File: src/rtl/gpio_bank_pkg.sv
package gpio_bank_pkg;

  typedef enum logic [2:0] {
    RK_FSEL = 3'd0,
    RK_OE   = 3'd1,
    RK_OUT  = 3'd2,
    RK_IN   = 3'd3,
    RK_ISTS = 3'd4,
    RK_IEN  = 3'd5,
    RK_ILVL = 3'd6,
    RK_ICLR = 3'd7
  } reg_kind_e;

  localparam int PORT_W        = 8;
  localparam int PORTS_PER_CTL = 4;

  function automatic logic [PORT_W-1:0] merge_bits(
    input logic [PORT_W-1:0] old_v,
    input logic [PORT_W-1:0] mask,
    input logic [PORT_W-1:0] new_v
  );
    return (old_v & ~mask) | (new_v & mask);
  endfunction

endpackage

File: src/rtl/gpio_addr_decode.sv
module gpio_addr_decode
  import gpio_bank_pkg::*;
#(
  parameter int N_CTRL = 3,
  parameter int CTRL_W = 2,
  parameter int ADDR_W = CTRL_W + 8,
  parameter int PIDX_W = CTRL_W + 2
) (
  input  logic [ADDR_W-1:0] addr,
  output logic              hit,
  output logic              alias_sel,
  output reg_kind_e         kind,
  output logic [PIDX_W-1:0] pidx
);
  logic [CTRL_W-1:0] ctrl;
  logic              unused_lo;

  assign ctrl      = addr[ADDR_W-1:8];
  assign alias_sel = addr[7];
  assign kind      = reg_kind_e'(addr[6:4]);
  assign pidx      = {ctrl, addr[3:2]};
  assign hit       = (32'(ctrl) < N_CTRL);
  assign unused_lo = ^addr[1:0];
endmodule

File: src/rtl/gpio_port_regs.sv
module gpio_port_regs
  import gpio_bank_pkg::*;
(
  input  logic              clk,
  input  logic              rst_n,
  input  logic              wr_en,
  input  reg_kind_e         wr_kind,
  input  logic [PORT_W-1:0] wr_mask,
  input  logic [PORT_W-1:0] wr_val,
  input  logic [PORT_W-1:0] pad_in,
  input  logic [PORT_W-1:0] sf_out,
  input  logic [PORT_W-1:0] sf_oe,
  output logic [PORT_W-1:0] pad_out,
  output logic [PORT_W-1:0] pad_oe,
  output logic [PORT_W-1:0] q_fsel,
  output logic [PORT_W-1:0] q_oe,
  output logic [PORT_W-1:0] q_out,
  output logic [PORT_W-1:0] q_in,
  output logic [PORT_W-1:0] q_sts,
  output logic [PORT_W-1:0] q_ien,
  output logic [PORT_W-1:0] q_lvl,
  output logic              irq_any
);
  logic [PORT_W-1:0] fsel, oe, outr, ien, lvl, sts;
  logic [PORT_W-1:0] s1, s2, prev;
  logic [PORT_W-1:0] hit, clr, sts_n;

  assign hit   = (lvl & s2) | (~lvl & s2 & ~prev);
  assign clr   = (wr_en && wr_kind == RK_ICLR) ? (wr_mask & wr_val) : '0;
  assign sts_n = (sts & ~clr) | hit;

  always_ff @(posedge clk) begin
    if (!rst_n) begin
      fsel <= '0; oe <= '0; outr <= '0; ien <= '0; lvl <= '0;
      sts  <= '0; s1 <= '0; s2 <= '0; prev <= '0;
    end else begin
      s1   <= pad_in;
      s2   <= s1;
      prev <= s2;
      sts  <= sts_n;
      if (wr_en) begin
        case (wr_kind)
          RK_FSEL: fsel <= merge_bits(fsel, wr_mask, wr_val);
          RK_OE:   oe   <= merge_bits(oe,   wr_mask, wr_val);
          RK_OUT:  outr <= merge_bits(outr, wr_mask, wr_val);
          RK_IEN:  ien  <= merge_bits(ien,  wr_mask, wr_val);
          RK_ILVL: lvl  <= merge_bits(lvl,  wr_mask, wr_val);
          default: ;
        endcase
      end
    end
  end

  assign pad_out = (fsel & outr) | (~fsel & sf_out);
  assign pad_oe  = (fsel & oe)   | (~fsel & sf_oe);
  assign q_fsel  = fsel;
  assign q_oe    = oe;
  assign q_out   = outr;
  assign q_in    = s2;
  assign q_sts   = sts;
  assign q_ien   = ien;
  assign q_lvl   = lvl;
  assign irq_any = |(sts & ien);


  masked_keep_chk: assert property (@(posedge clk) disable iff (!rst_n)
    (wr_en && wr_kind == RK_OUT) |=> (((outr ^ $past(outr)) & ~$past(wr_mask)) == '0));


  sts_sticky_chk: assert property (@(posedge clk) disable iff (!rst_n)
    !(wr_en && wr_kind == RK_ICLR) |=> (($past(sts) & ~sts) == '0));


  fsel_hold_chk: assert property (@(posedge clk) disable iff (!rst_n)
    !(wr_en && wr_kind == RK_FSEL) |=> $stable(fsel));


  level_set_chk: assert property (@(posedge clk) disable iff (!rst_n)
    (lvl[0] && s2[0]) |=> sts[0]);
endmodule

File: src/rtl/gpio_bank.sv
module gpio_bank
  import gpio_bank_pkg::*;
#(
  parameter int N_CTRL = 3,
  parameter int CTRL_W = (N_CTRL > 1) ? $clog2(N_CTRL) : 1,
  parameter int ADDR_W = CTRL_W + 8,
  parameter int NPORT  = N_CTRL * PORTS_PER_CTL,
  parameter int NPIN   = NPORT * PORT_W
) (
  input  logic              clk,
  input  logic              rst_n,
  input  logic              wr_en,
  input  logic              rd_en,
  input  logic [ADDR_W-1:0] addr,
  input  logic [15:0]       wdata,
  output logic [7:0]        rdata,
  output logic              rd_valid,
  input  logic [NPIN-1:0]   pad_in,
  input  logic [NPIN-1:0]   sf_out,
  input  logic [NPIN-1:0]   sf_oe,
  output logic [NPIN-1:0]   pad_out,
  output logic [NPIN-1:0]   pad_oe,
  output logic              irq
);
  localparam int PIDX_W = CTRL_W + 2;

  logic              dec_hit, dec_alias;
  reg_kind_e         dec_kind;
  logic [PIDX_W-1:0] dec_pidx;
  logic [PORT_W-1:0] eff_mask;

  logic [PORT_W-1:0] q_fsel [NPORT];
  logic [PORT_W-1:0] q_oe   [NPORT];
  logic [PORT_W-1:0] q_out  [NPORT];
  logic [PORT_W-1:0] q_in   [NPORT];
  logic [PORT_W-1:0] q_sts  [NPORT];
  logic [PORT_W-1:0] q_ien  [NPORT];
  logic [PORT_W-1:0] q_lvl  [NPORT];
  logic [NPORT-1:0]  port_irq;
  logic [PORT_W-1:0] rd_sel;

  gpio_addr_decode #(
    .N_CTRL(N_CTRL), .CTRL_W(CTRL_W), .ADDR_W(ADDR_W), .PIDX_W(PIDX_W)
  ) u_dec (
    .addr(addr), .hit(dec_hit), .alias_sel(dec_alias),
    .kind(dec_kind), .pidx(dec_pidx)
  );

  assign eff_mask = dec_alias ? wdata[15:8] : '1;

  for (genvar i = 0; i < NPORT; i++) begin : g_port
    logic port_wr;
    assign port_wr = wr_en && dec_hit && (32'(dec_pidx) == i);
    gpio_port_regs u_port (
      .clk(clk), .rst_n(rst_n),
      .wr_en(port_wr), .wr_kind(dec_kind),
      .wr_mask(eff_mask), .wr_val(wdata[7:0]),
      .pad_in(pad_in[i*PORT_W +: PORT_W]),
      .sf_out(sf_out[i*PORT_W +: PORT_W]),
      .sf_oe(sf_oe[i*PORT_W +: PORT_W]),
      .pad_out(pad_out[i*PORT_W +: PORT_W]),
      .pad_oe(pad_oe[i*PORT_W +: PORT_W]),
      .q_fsel(q_fsel[i]), .q_oe(q_oe[i]), .q_out(q_out[i]),
      .q_in(q_in[i]), .q_sts(q_sts[i]), .q_ien(q_ien[i]),
      .q_lvl(q_lvl[i]), .irq_any(port_irq[i])
    );
  end

  always_comb begin
    rd_sel = '0;
    if (dec_hit) begin
      case (dec_kind)
        RK_FSEL: rd_sel = q_fsel[dec_pidx];
        RK_OE:   rd_sel = q_oe[dec_pidx];
        RK_OUT:  rd_sel = q_out[dec_pidx];
        RK_IN:   rd_sel = q_in[dec_pidx];
        RK_ISTS: rd_sel = q_sts[dec_pidx];
        RK_IEN:  rd_sel = q_ien[dec_pidx];
        RK_ILVL: rd_sel = q_lvl[dec_pidx];
        default: rd_sel = '0;
      endcase
    end
  end

  always_ff @(posedge clk) begin
    if (!rst_n) begin
      rd_valid <= 1'b0;
      rdata    <= '0;
    end else begin
      rd_valid <= rd_en;
      if (rd_en) rdata <= rd_sel;
    end
  end

  assign irq = |port_irq;


  rd_valid_chk: assert property (@(posedge clk) disable iff (!rst_n)
    rd_en |=> rd_valid);


  rd_idle_chk: assert property (@(posedge clk) disable iff (!rst_n)
    !rd_en |=> !rd_valid);
endmodule

File: config.mk
export PLATFORM = sky130hd
export DESIGN_NAME = gpio_bank
export DESIGN_NICKNAME = d
export VERILOG_FILES = /design/src/rtl/gpio_bank_pkg.sv /design/src/rtl/gpio_addr_decode.sv /design/src/rtl/gpio_port_regs.sv /design/src/rtl/gpio_bank.sv
export SDC_FILE = /design/constraint.sdc
export NUM_CORES = 2
export LEC_CHECK = 0
export CAP_MARGIN = 0
export CELL_PAD_IN_SITES_DETAIL_PLACEMENT = 1
export CELL_PAD_IN_SITES_GLOBAL_PLACEMENT = 1
export CORE_MARGIN = 3
export CORE_UTILIZATION = 42
export DETAILED_ROUTE_END_ITERATION = 10
export GPL_TIMING_DRIVEN = 1
export PLACE_DENSITY = 0.83
export SYNTH_ARGS = -nofsm -noshare
export SYNTH_HDL_FRONTEND = slang
export SYNTH_SLANG_ARGS = --single-unit
File: constraint.sdc
create_clock -name clk -period 2.31 [get_ports clk]
set_clock_uncertainty 0.2 [all_clocks]
set_input_delay 0.3465 -clock clk [delete_from_list [all_inputs] [get_ports clk]]
set_output_delay 0.3465 -clock clk [all_outputs]
set_load 0.01 [all_outputs]
==> summary.txt <==
Status
  – Failing checks: negative setup slack
  – Status: finished, violations left

STA
  – Peak Freq: 350 MHz
  – Final period utilization: 124%
  – Slew @ Worst Pin: 678 ps
  – Final WS setup: -550 ps
  – Final Max Tran Viols: 0
  – Setup violations, final: 2
  – Setup TNS: -564 ps
  – Final hold violation count: 0
  – Setup repair after global routing missed its margin: true
  – Crit path time final: 2860 ps
  – Worst rel slew slack: 54.8%

Floorplanning
  – Die Y: 318 um
  – IO Pins: 520
  – Die ar.: 101000 um^2
  – Die X: 318 um
  – Core ar.: 95900 um^2
  – Initial core utilization: 42.8%
  – # rows: 113

Setup path
  – Critical path's slowest cell: dfxtp_1
  – Startpoint Class: flip-flop
  – Worst Path Required: 1760 ps
  – Family with the most delay on the worst path: compound AO/OA/AOI/OAI gates
  – Crit path cell chain: a22o_1, a221oi_2, nand4_1, nor3_2, nand3_4, buf_6
  – Setup CP Type: flip-flop to output pin
  – Max incr delay on CP: 340 ps
  – Crit path max fanout: 3
  – Buf+Inv Stages, Crit Path: 1
  – Critical Path AT: 2310 ps
  – Crit end category: output pin
  – Worst R2R Setup Slack: 10 ps

Detailed routing
  – # DRC: 0
  – Post-detailed-routing wire length: 217 mm
  – 1st-iter DRT viols: 5565
  – Routed length per placed instance: 33.6 um
  – DR vias/cell: 6.50
  – Drt pass-1 iters: 6
  – Routed vias: 41939
  – Final ANT Viol Nets: 0

Clock tree
  – Clock Sink Count: 873
  – CTS max path bufs: 3
  – Clock-pin slew on the worst setup and hold paths: 60 ps
  – CTS Root Cell: clkbuf_16
  – Inserted Clock Buffers: 93
  – CTS tree: done
  – H-Tree Depth: 3
  – Clk_lat worst skew: 710 ps

Synth
  – Top post-synthesis cells by area: dfxtp_1 (43%), o21ai_0 (7.9%), a21boi_0 (7.2%)
  – Sequential share of the synthesized area: 42.6%
  – Synth area leader: dfxtp_1
  – Post-synthesis cell count: 4320
  – Async set-reset flop share out of synthesis: 0%
  – Syn nets: 4638
  – Synth Register Bits: 873
  – Area share of the largest cell type after synthesis: 42.6%
  – Netlist cell types: 64
  – Avg Cell Area, Syn: 9.49 um^2
  – Top FF cell, synth: dfxtp_1
  – EDFF count, synth: 0
  – Yosys Warn Count: 0
  – Mapped Area: 41000 um^2

Placed design
  – Post-place setup slack: -755 ps
  – Number of port buffers: 517
  – DP HPWL: 157 mm
  – Routability Congestion: 1.03

Hold path
  – Worst min path class: input port to flip-flop

Run
  – Max-cap violations: 0

Layout
  – FILL cells: 10549
  – Share of cells above drive strength 1: 25.6%
  – Nets: 5411
  – Layout area overhead: 34.0%

Global routing
  – Tot GR Track Use: 41.3%
  – Global-route wire length before repair: 310 mm
  – Initial antenna violation count: 25
  – Number of global-route vias before repair: 43436
  – Pin count of the biggest net entering global routing: 73
  – Gr ovfl total: 0

Pwr
  – Leak Pwr: 19.7 nW
  – VDD IR max: 0.000672 V
  – Pwr Density: 653 nW/um^2
[layout by cell type, fill, tap and decap left out, drive strengths merged, types with 124 or more instances in the layout]
master,instances
buf,538
clkdlybuf4s50,312
mux4,124
dfxtp,873
a21boi,576
nand3,531
nand2,168
o21ai,649
and2,289
dlygate4sd2,173
mux2,252
[metrics by stage]
step	power, mW	hold WS [ps]	util (%)	cell area [um^2]	std cells
2_1_floorplan	17.5	212	-	41000	4320
3_3_place_gp	19.9	215	53.5	51300	6237
3_5_place_dp	20.0	219	53.5	51300	6237
4_1_cts	35.8	0.0405	57.2	54900	6436
5_1_grt	36.8	12.4	57.3	54900	6437
6_report	35.9	24.4	57.3	54900	6449
[layer usage]
layer | share of wire [%] | up-vias | global-route usage, %
met1 | 36 | 20763 | 48.8
met3 | 10 | 978 | 10.2
met4 | 8.7 | 18 | 29.6
met2 | 45 | 3023 | 65.5
li1 | - | 17157 | -
met5 | 0.061 | - | 0.473
[worst paths after layout]
kind / from / endpoint / cells past startpoint
max: g_port[6].u_port.q_sts[2] / irq / 6
min: pad_in[80] / g_port[10].u_port.s1[0] / 2
max reg2reg: flip-flop / rdata[1] / 7
min reg2reg: g_port[6].u_port.s1[7] / g_port[6].u_port.q_in[7] / 1
[logic make-up after synthesis]
kind of cell / after synthesis / share of synthesized area (%)
AO/OA/AOI/OAI: 1375 / 21.1
buffers and inverters: 459 / 4.97
flip-flops: 873 / 42.6
multiplexers: 410 / 14.6
AND/OR/NAND/NOR: 1203 / 16.7
[Yosys cell counts, types with 6 or more instances]
library cell	number
nand2b_1	11
nor2_2	9
o21ai_0	648
inv_1	98
nor2b_1	31
buf_6	23
nand3_1	531
a221oi_1	11
nand4_1	18
a22o_1	9
nor2_4	41
a21oi_1	11
nor2_1	22
dfxtp_1	873
mux2_2	252
clkbuf_1	276
a21boi_1	182
mux2i_1	34
nor3_1	12
nand3b_1	14
a31oi_1	15
buf_2	31
nor4_1	7
nand2_2	6
nand2_1	159
a2111oi_0	10
nor3b_1	13
and2_1	289
buf_4	24
o22ai_1	45
mux4_2	124
a21boi_0	394
a22oi_1	30
a211oi_1	15
[final cells by class]
| cell class | count | area [um^2] | share of cell area [%] |
|---|---|---|---|
| timing repair buffer | 1039 | 10200 | 18.6 |
| inverter | 98 | 368 | 0.670 |
| clock inverter | 52 | 663 | 1.21 |
| multi-input combinational | 2988 | 21700 | 39.5 |
| tap | 1265 | 1580 | 2.88 |
| sequential | 873 | 17700 | 32.3 |
| antenna | 13 | 32.5 | 0.0592 |
| clock buffer | 121 | 2610 | 4.74 |
[report_power, final]
group / total (mW) / internal [mW] / leakage, nW / switching (mW)
Combinational: 4.10 / 1.87 / 11.0 / 2.23
Clock: 16.2 / 9.29 / 1.58 / 6.91
Sequential: 15.6 / 15.3 / 7.17 / 0.277
[timing repair]
action                                 in CTS  in global routing
pin swaps                                   5                  4
endpoints found under the hold margin      31                  0
hold buffers                                7                  0
resized for setup                         421                 23
setup buffers                              21                  1
setup endpoints to repair                 206                 31
Note: power is estimated with default switching activity, not from simulation.
